<file path="src/rtl/rtc_pkg.sv">
package rtc_pkg;
    localparam int ADDR_W = 12;
    localparam int DATA_W = 32;

    localparam logic [ADDR_W-1:0] OFF_COUNT = 12'h000;
    localparam logic [ADDR_W-1:0] OFF_MATCH = 12'h004;
    localparam logic [ADDR_W-1:0] OFF_LOAD  = 12'h008;
    localparam logic [ADDR_W-1:0] OFF_CTRL  = 12'h00C;
    localparam logic [ADDR_W-1:0] OFF_MASK  = 12'h010;
    localparam logic [ADDR_W-1:0] OFF_RAW   = 12'h014;
    localparam logic [ADDR_W-1:0] OFF_MSKD  = 12'h018;
    localparam logic [ADDR_W-1:0] OFF_CLR   = 12'h01C;

    typedef enum logic [1:0] {
        BUS_IDLE   = 2'd0,
        BUS_SETUP  = 2'd1,
        BUS_ACCESS = 2'd2
    } bus_state_t;

    function automatic logic [7:0] id_byte(input logic [2:0] idx);
        logic [7:0] b;
        unique case (idx)
            3'd0: b = 8'h31;
            3'd1: b = 8'h10;
            3'd2: b = 8'h14;
            3'd3: b = 8'h00;
            3'd4: b = 8'h0D;
            3'd5: b = 8'hF0;
            3'd6: b = 8'h05;
            default: b = 8'hB1;
        endcase
        return b;
    endfunction
endpackage

</file>
<file path="src/rtl/rtc_bus_fsm.sv">
module rtc_bus_fsm
    import rtc_pkg::*;
(
    input  logic clk,
    input  logic rst_n,
    input  logic psel,
    input  logic penable,
    input  logic pwrite,
    output logic wr_stb,
    output logic rd_stb
);
    bus_state_t state_q, state_d;

    always_ff @(posedge clk) begin
        if (!rst_n) state_q <= BUS_IDLE;
        else        state_q <= state_d;
    end

    always_comb begin
        state_d = state_q;
        unique case (state_q)
            BUS_IDLE:   state_d = (psel && !penable) ? BUS_SETUP : BUS_IDLE;
            BUS_SETUP:  state_d = (psel && penable) ? BUS_ACCESS
                                : (psel ? BUS_SETUP : BUS_IDLE);
            BUS_ACCESS: state_d = (psel && !penable) ? BUS_SETUP : BUS_IDLE;
            default:    state_d = BUS_IDLE;
        endcase
    end

    always_comb begin
        wr_stb = (state_q == BUS_SETUP) && psel && penable && pwrite;
        rd_stb = (state_q == BUS_SETUP) && psel && penable && !pwrite;
    end

    // one commit per transfer
    p_wr_once_r11: assert property (@(posedge clk) disable iff (!rst_n)
        wr_stb |=> !wr_stb);
    // a commit is preceded by a setup cycle
    p_wr_after_setup_r11: assert property (@(posedge clk) disable iff (!rst_n)
        wr_stb |-> $past(psel && !penable));
endmodule

</file>
<file path="src/rtl/rtc_counter.sv">
module rtc_counter #(
    parameter int W = 32
) (
    input  logic         clk,
    input  logic         rst_n,
    input  logic         tick,
    input  logic         load_wr,
    input  logic [W-1:0] wdata,
    output logic [W-1:0] cnt_q,
    output logic [W-1:0] cnt_next,
    output logic [W-1:0] load_q
);
    localparam logic [W-1:0] ONE = W'(1);

    always_comb begin
        if (load_wr)   cnt_next = wdata;
        else if (tick) cnt_next = cnt_q + ONE;
        else           cnt_next = cnt_q;
    end

    always_ff @(posedge clk) begin
        if (!rst_n) begin
            cnt_q  <= '0;
            load_q <= '0;
        end else begin
            cnt_q <= cnt_next;
            if (load_wr) load_q <= wdata;
        end
    end

    // tick advances by one (with wrap)
    p_tick_inc_r2: assert property (@(posedge clk) disable iff (!rst_n)
        (tick && !load_wr) |=> cnt_q == $past(cnt_q) + ONE);
    // load replaces count
    p_load_r2: assert property (@(posedge clk) disable iff (!rst_n)
        load_wr |=> cnt_q == $past(wdata));
    // idle count holds
    p_hold_r2: assert property (@(posedge clk) disable iff (!rst_n)
        (!tick && !load_wr) |=> $stable(cnt_q));
endmodule

</file>
<file path="src/rtl/rtc_alarm.sv">
module rtc_alarm #(
    parameter int W = 32
) (
    input  logic         clk,
    input  logic         rst_n,
    input  logic         tick,
    input  logic         load_wr,
    input  logic         match_wr,
    input  logic         mask_wr,
    input  logic         clr_wr,
    input  logic [W-1:0] wdata,
    input  logic [W-1:0] cnt_next,
    output logic [W-1:0] match_q,
    output logic         mask_q,
    output logic         raw_q
);
    logic [W-1:0] match_next;
    logic         set_cond;

    always_comb begin
        match_next = match_wr ? wdata : match_q;
        set_cond   = (tick || load_wr || match_wr) && (cnt_next == match_next);
    end

    always_ff @(posedge clk) begin
        if (!rst_n) begin
            match_q <= '0;
            mask_q  <= 1'b0;
            raw_q   <= 1'b0;
        end else begin
            match_q <= match_next;
            if (mask_wr) mask_q <= wdata[0];
            if (set_cond)    raw_q <= 1'b1;
            else if (clr_wr) raw_q <= 1'b0;
        end
    end

    // status holds without a clear
    p_sticky_r5: assert property (@(posedge clk) disable iff (!rst_n)
        (raw_q && !clr_wr) |=> raw_q);
    // set wins over clear
    p_set_beats_clr_r6: assert property (@(posedge clk) disable iff (!rst_n)
        (set_cond && clr_wr) |=> raw_q);
    // clear without set drops status
    p_clear_r5: assert property (@(posedge clk) disable iff (!rst_n)
        (clr_wr && !set_cond) |=> !raw_q);
endmodule

</file>
<file path="src/rtl/rtc_alarm_apb.sv">
module rtc_alarm_apb
    import rtc_pkg::*;
(
    input  logic              clk,
    input  logic              rst_n,
    input  logic              tick,
    input  logic              psel,
    input  logic              penable,
    input  logic              pwrite,
    input  logic [ADDR_W-1:0] paddr,
    input  logic [DATA_W-1:0] pwdata,
    output logic [DATA_W-1:0] prdata,
    output logic              irq
);
    localparam int ID_LO = 5;

    logic wr_stb, rd_stb;
    logic ld_wr, mt_wr, mk_wr, cl_wr;
    logic [DATA_W-1:0] cnt_q, cnt_next, load_q, match_q;
    logic mask_q, raw_q;
    logic id_win;
    logic [DATA_W-1:0] rd_val;

    rtc_bus_fsm u_bus (
        .clk(clk), .rst_n(rst_n), .psel(psel), .penable(penable),
        .pwrite(pwrite), .wr_stb(wr_stb), .rd_stb(rd_stb)
    );

    always_comb begin
        ld_wr = wr_stb && (paddr == OFF_LOAD);
        mt_wr = wr_stb && (paddr == OFF_MATCH);
        mk_wr = wr_stb && (paddr == OFF_MASK);
        cl_wr = wr_stb && (paddr == OFF_CLR);
    end

    rtc_counter #(.W(DATA_W)) u_cnt (
        .clk(clk), .rst_n(rst_n), .tick(tick), .load_wr(ld_wr),
        .wdata(pwdata), .cnt_q(cnt_q), .cnt_next(cnt_next), .load_q(load_q)
    );

    rtc_alarm #(.W(DATA_W)) u_alm (
        .clk(clk), .rst_n(rst_n), .tick(tick), .load_wr(ld_wr),
        .match_wr(mt_wr), .mask_wr(mk_wr), .clr_wr(cl_wr), .wdata(pwdata),
        .cnt_next(cnt_next), .match_q(match_q), .mask_q(mask_q), .raw_q(raw_q)
    );

    always_comb begin
        id_win = (&paddr[ADDR_W-1:ID_LO]) && (paddr[1:0] == 2'b00);
        rd_val = '0;
        if (id_win) begin
            rd_val = {{(DATA_W-8){1'b0}}, id_byte(paddr[4:2])};
        end else begin
            case (paddr)
                OFF_COUNT: rd_val = cnt_q;
                OFF_MATCH: rd_val = match_q;
                OFF_LOAD:  rd_val = load_q;
                OFF_CTRL:  rd_val = {{(DATA_W-1){1'b0}}, 1'b1};
                OFF_MASK:  rd_val = {{(DATA_W-1){1'b0}}, mask_q};
                OFF_RAW:   rd_val = {{(DATA_W-1){1'b0}}, raw_q};
                OFF_MSKD:  rd_val = {{(DATA_W-1){1'b0}}, raw_q & mask_q};
                default:   rd_val = '0;
            endcase
        end
        prdata = rd_stb ? rd_val : '0;
        irq    = raw_q & mask_q;
    end

    // tick reaching match sets status
    p_tick_match_r3: assert property (@(posedge clk) disable iff (!rst_n)
        (tick && !ld_wr && !mt_wr && (cnt_q + DATA_W'(1)) == match_q) |=> raw_q);
    // irq never rises with mask clear
    p_irq_masked_r7: assert property (@(posedge clk) disable iff (!rst_n)
        !mask_q |-> !irq);
    // control reads constant 1
    p_ctrl_one_r8: assert property (@(posedge clk) disable iff (!rst_n)
        (rd_stb && paddr == OFF_CTRL) |-> prdata == 32'd1);
    // bus idle yields zero read data
    p_rd_quiet_r11: assert property (@(posedge clk) disable iff (!rst_n)
        !(psel && penable) |-> prdata == '0);
endmodule

</file>
<file path="config.mk">
export PLATFORM = sky130hd
export DESIGN_NAME = rtc_alarm_apb
export DESIGN_NICKNAME = d
export VERILOG_FILES = /design/src/rtl/rtc_pkg.sv /design/src/rtl/rtc_bus_fsm.sv /design/src/rtl/rtc_counter.sv /design/src/rtl/rtc_alarm.sv /design/src/rtl/rtc_alarm_apb.sv
export SDC_FILE = /design/constraint.sdc
export NUM_CORES = 1
export LEC_CHECK = 0
export ABC_AREA = 1
export BUFFER_PORTS_ARGS = -buffer_cell sky130_fd_sc_hd__buf_4
export CAP_MARGIN = 20
export CORE_UTILIZATION = 63
export DETAILED_ROUTE_END_ITERATION = 16
export GPL_ROUTABILITY_DRIVEN = 0
export PLACE_DENSITY = 0.89
export SLEW_MARGIN = 30
export SYNTH_ARGS = -nofsm -noshare
export SYNTH_HDL_FRONTEND = slang
export SYNTH_SLANG_ARGS = --single-unit
export TNS_END_PERCENT = 20
</file>
<file path="constraint.sdc">
create_clock -name clk -period 3.8 [get_ports clk]
set_clock_uncertainty 0.1 [all_clocks]
set_input_delay 0.19 -clock clk [delete_from_list [all_inputs] [get_ports clk]]
set_output_delay 0.19 -clock clk [all_outputs]
set_load 0.02 [all_outputs]
</file>
# Yosys cells after proc, flatten, opt, wreduce, memory -nomap -nowiden
# Index checks and enable logic that the tools add are counted.
[totals]
register_bits = 100
inputBits = 50
out_inout_bits = 33
elab_cells = 60
[op_classes]
add_sub_neg = 1
eq_ne = 16
muxes = 13
n_bitwise = 1
n_reduce_logical = 23
[ops]
columns = ["op", "n"]
rows = [
  ["32-bit case mux with 7 select lines", 1],
  ["32-bit two-way mux", 5],
  ["8-bit case mux with 7 select lines", 1],
  ["12-bit by 5-bit == test with 1-bit output (second input constant)", 4],
  ["32-bit by 1-bit adder with 32-bit output (second input constant)", 1],
  ["32-bit == test", 1],
  ["12-bit by 4-bit == test with 1-bit output (second input constant)", 2],
  ["12-bit by 3-bit == test with 1-bit output (second input constant)", 1],
  ["1-bit logical AND", 12],
  ["12-bit logical NOT", 1],
  ["3-bit == test (second input constant)", 3],
  ["7-bit AND reduction", 1],
  ["3-bit by 2-bit == test with 1-bit output (second input constant)", 2],
  ["2-bit logical NOT", 2],
  ["1-bit two-way mux", 4],
  ["2-bit case mux with 2 select lines", 1],
  ["3-bit by 1-bit == test with 1-bit output (second input constant)", 1],
  ["3-bit logical NOT", 1],
  ["2-bit by 1-bit == test with 1-bit output (second input constant)", 1],
  ["2-bit == test (second input constant)", 1],
  ["1-bit logical NOT", 2],
  ["1-bit logical OR", 2],
  ["2-bit two-way mux", 1],
  ["2-bit nonzero test", 1],
  ["2 further kinds", 2],
]

# Logic depth before layout (Yosys ltp)
[depth]
word_depth = 9
ltp_mapped = 18
depth_no_buf = 18

# By module
# From an unflattened synthesis, not the netlist that was laid out.
[hier_totals]
cells_unflattened = 1065
hier_area_um2 = 6601.3
[by_module_without_submodules]
columns = ["mod", "n_inst", "cells_per_inst", "area_per_inst_um2", "seq_area_each_um2"]
rows = [
  ["rtc_counter", 1, 461, 3165.5, 1281.2],
  ["rtc_alarm", 1, 330, 1963.1, 680.7],
  ["rtc_alarm_apb", 1, 261, 1386.3, 0.0],
  ["rtc_bus_fsm", 1, 13, 86.3, 40.0],
]

# Worst setup path after synthesis
# OpenSTA, ideal clock, no wires.
[synth_path]
path_kind = "input -> output"
from = "input port paddr[11]"
to = "output port prdata[4]"
arrival_time_ns = 1.790
t_required_ns = 3.510
path_slack_ns = 1.720
stages = 9
path_buffers = 0
path_cell_list = "nor2_1 > nand2_1 > nor2_4 > inv_1 > nor2_1 > inv_2 > o22ai_1 > a21oi_1 > a221oi_1"
[synth_via]
elab_chain_len = 4
word_cells_on_any_way = 12
cone_classes = "eq/ne (6); mux (3); reduce/logical (3)"
[synth_rtl]
columns = ["element", "line", "text"]
rows = [
  ["start, declared", "rtc_alarm_apb.sv:10", "input logic [ADDR_W-1:0] paddr,"],
  ["12-bit by 5-bit == test with 1-bit output, or another cell as far along", "rtc_alarm_apb.sv:53", "case (paddr)"],
  ["32-bit case mux with 7 select lines / 1-bit logical AND (equally long branches)", "rtc_alarm_apb.sv:53, rtc_alarm_apb.sv:48", ""],
  ["32-bit two-way mux (*)", "rtc_alarm_apb.sv:50", "if (id_win) begin"],
  ["32-bit two-way mux (*)", "rtc_alarm_apb.sv:64", "prdata = rd_stb ? rd_val : '0;"],
  ["end, declared", "rtc_alarm_apb.sv:12", "output logic [DATA_W-1:0] prdata,"],
]
# Every way passes the cells marked *; elsewhere a longest branch is shown, timed or not.

# Worst setup path after layout
[layout_path]
from = "input port penable"
to = "register u_alm.raw_q"
[layout_via]
elab_chain_len = 7
word_cells_on_any_way = 13
cone_classes = "eq/ne (1); mux (3); reduce/logical (9)"
[layout_rtl]
columns = ["element", "line", "text"]
rows = [
  ["start, declared", "rtc_alarm_apb.sv:8", "input logic penable,"],
  ["1-bit logical AND (*) (2 in a row)", "rtc_bus_fsm.sv:31", "wr_stb = (state_q == BUS_SETUP) && psel && penable && pwrite;"],
  ["1-bit logical AND, on equally long branches", "rtc_alarm_apb.sv:30, rtc_alarm_apb.sv:31", ""],
  ["32-bit two-way mux, or another cell as far along", "rtc_counter.sv:16", "if (load_wr) cnt_next = wdata;"],
  ["32-bit == test / 1-bit logical OR (equally long branches)", "rtc_alarm.sv:22", "set_cond = (tick || load_wr || match_wr) && (cnt_next == match_next);"],
  ["1-bit logical AND", "rtc_alarm.sv:22", ""],
  ["1-bit two-way mux / 2-bit nonzero test (equally long branches)", "-", ""],
  ["end signal, assigned", "rtc_alarm.sv:29", "raw_q <= 1'b0;"],
  ["end signal, assigned", "rtc_alarm.sv:33", "if (set_cond) raw_q <= 1'b1;"],
  ["end signal, assigned", "rtc_alarm.sv:34", "else if (clr_wr) raw_q <= 1'b0;"],
  ["end, declared", "rtc_alarm.sv:15", "output logic raw_q"],
]
# Marked as above.
# A chain may end at the register's enable or synchronous reset.

==> summary.txt <==
Critical path
  • Worst Setup End Kind: flop
  • WP data arrival: 3100 ps
  • WP data required: 4010 ps
  • Crit-path max cell delay: slightly above 600 ps
  • CP max FO: 25
  • CP Buf/Inv Count: 3
  • CP max stage cell: nand4_1
  • Worst path cell trace: dlygate4sd3_1 > buf_4 > nand4_4 > nor2_8 > nand4_1 > inv_1 > nor2_1 > nor2_1 > nand2_1 > nand2_1 > nand2_1 > nor2_1 > nand3_1 > nor2_1 > nand2_1 > a21oi_2
  • Critical path class: primary input to flop
  • CP Launch Type: primary input
  • CP top delay family: simple AND/OR/NAND/NOR gates

Timing
  • Unrepaired setup endpoints after global routing: no
  • FMAX: 346 MHz
  • TNS Setup: 0 ps
  • Final Setup Violations: 0
  • Fin. max-slew vios: 0
  • Relative slew slack: 55.5%
  • Final Cycle Share: 76.0%
  • Fin. Hold Viols: 0
  • Minimum clock period: 2890 ps
  • Least-Margin Pin Slew: 666 ps

Clock tree
  • Post-CTS resize count: 0
  • Worst-path clk slew: 100 ps
  • CTS sink count: 100
  • Max clock buf depth: 2
  • # Post-CTS Setup Buffers: 0
  • Worst-Skew Late Latency: 380 ps
  • CTS tree: done
  • Clk Tree Root Cell: clkbuf_8
  • Cts bufs inserted: 9
  • H-tree Lvls: 3

Logic synthesis
  • Synth Cell Area: approximately 6300 um2
  • Yosys reg bits: 100
  • Post-synth net total: roughly 1.1k
  • Register area share after synthesis: 32.0%
  • Number of synthesized flops with an enable pin: 0
  • Most common cell in the netlist: nand2_1
  • Yosys top cell by area: dfxtp_1
  • Post-synth ARST share: 0%
  • Synth top area share: 32.0%
  • Mean Syn Cell Area: 6.14 um2
  • Ys Warns: 0
  • Top post-synthesis cells by area: dfxtp_1, nand2_1, nor2_1
  • Commonest cells post-synth: nand2_1, nor2_1, inv_1
  • Yosys cell types: 46
  • Top FF cell, synth: dfxtp_1
  • Cells after Synth: 1019

Final layout
  • ANT cells: 0
  • Final Util: around 75%
  • Layout area overhead: 15.3%
  • Nets: 1140
  • Layout cells sized above 1: a little over an eighth
  • Post-route cell area: 7220 um2
  • Cell Count, Final, Fillers Out: approximately 1.2k

Global routing
  • Number of global-route vias before repair: 6373
  • First-pass GRT wire length: roughly 30000 um
  • GRT Total Usage: 37.0%
  • Initial antenna violation count: 0
  • Total grt overflow: 0
  • Largest net degree at the start of global routing: 55

Detailed routing
  • # DRC: 0
  • Avg WL per Cell: around 15 um
  • Final Routed Wirelength: 18200 um
  • Drt first pass iters: 6
  • Vias after detailed routing: 7035
  • Routed Antenna Nets: 0
  • Vias per inst: 5.74
  • Iter 0 DRT Violations: 715

Die
  • Die Y: 102 um
  • Initial Utilization: 64.6%
  • Placement Rows: 36
  • Die ar.: roughly 10000 um2
  • Die width: a little over 100 um
  • Core Area: between 9000 and 10000 um2
  • Ports: 83

Placed design
  • Cell Area, Placed: 6900 um2
  • Post-DP HPWL: 12900 um
  • IO Port Bufs: 82
  • Placed Cells: 1203

Outcome
  • Status: finished clean

Power and ir drop
  • Leakage power: 0.00332 uW
  • Max IR drop VDD: approximately 0.00024 V
  • Pwr dens: 279 nW/um2

Hold path
  • Min-delay worst type: primary input to flop

Job
  • Max_cap viols: 0
## worst register-to-register path: cells and delay by family (launching register included)
kind,cells,cell delay [ps]
flops,1,380
compound gates,1,100
simple gates,12,1900
buf+inv,1,270
## metal layers
metal  vias to the layer above  share of wire [%]  global-route usage [%]
li1                       3433                  -                       -
met1                      3147                 42                    49.1
met2                       404                 44                    58.0
met3                        51                 11                    7.94
met4                         0                3.0                    15.9
met5                         -                  0                       0
## path summary, 6_finish.rpt
path,start,cells after the start,slack (ps),end
setup / recovery,penable,16,910,u_alm.raw_q
hold / removal,pwdata[6],3,2,u_alm.match_q[6]
setup reg to reg,u_bus.state_q[0],14,980,u_alm.raw_q
hold reg to reg,u_cnt.load_q[3],2,360,u_cnt.load_q[3]
## per-stage QoR
step	hold WS, ps	setup slack (ps)	total power [uW]
2_1_floorplan	167	1720	1140
3_3_place_gp	294	965	1200
3_5_place_dp	295	907	1200
4_1_cts	4.33	973	2010
5_1_grt	1.63	650	2080
6_report	2.01	913	2010
## state kept, by name, indices dropped and copies added, names as in the netlist
signal / cells
u_alm.match_q: 32
u_cnt.cnt_q: 32
u_cnt.load_q: 32
u_alm.raw_q: 1
u_bus.state_q: 2
u_alm.mask_q: 1
## cells by family (layout without fill, tap and decap cells)
| family | Yosys count | after routing | share of synthesized area [%] |
|---|---|---|---|
| compound gates | 156 | 156 | 15.4 |
| xor+xnor | 8 | 8 | 1.12 |
| fa+ha+maj | 1 | 1 | 0.200 |
| buf+inv | 176 | 250 | 11.5 |
| flops | 100 | 100 | 32.0 |
| mux | 1 | 1 | 0.160 |
| simple gates | 577 | 577 | 39.6 |
## power breakdown
part           leakage [uW]  total, uW  internal, uW  switching, uW
Combinational       0.00239        131          56.6           74.0
Clock              0.000120        827           437            390
Sequential         0.000806       1060          1050           5.81
Total               0.00332       2010          1540            470
## placed cells by master (no fill, tap or decap), types with 6 or more instances in the layout
cell / Yosys / final
o22ai_1: 10 / 10
inv_1: 124 / 123
xor2_1: 6 / 6
nand2_2: 6 / 6
nor2_2: 5 / 6
inv_2: 10 / 11
dlygate4sd3_1: 0 / 8
buf_4: 4 / 90
o21ai_0: 10 / 10
o21ai_1: 21 / 21
nand3b_1: 6 / 6
clkbuf_8: 0 / 9
dfxtp_1: 100 / 100
a221oi_1: 25 / 25
nand3_1: 75 / 75
nand4_1: 21 / 21
nand2_1: 283 / 283
nor3_1: 8 / 8
nor2_1: 161 / 160
a21oi_1: 64 / 64
## layout make-up
cell class,count,area [um2]
clock buffers,9,124
inverters,137,514
fillers,824,2470
well taps,133,166
multi-input cells,743,3540
clock inverters,6,113
flip-flops and latches,100,2000
repair buffers,98,756
## timing repair
| item | in CTS | in global routing |
|---|---|---|
| hold buffers | 8 | 0 |
| hold endpoints to repair | 7 | 0 |
| setup endpoints to repair | 0 | 0 |
Note: power is estimated with default switching activity, not from simulation.
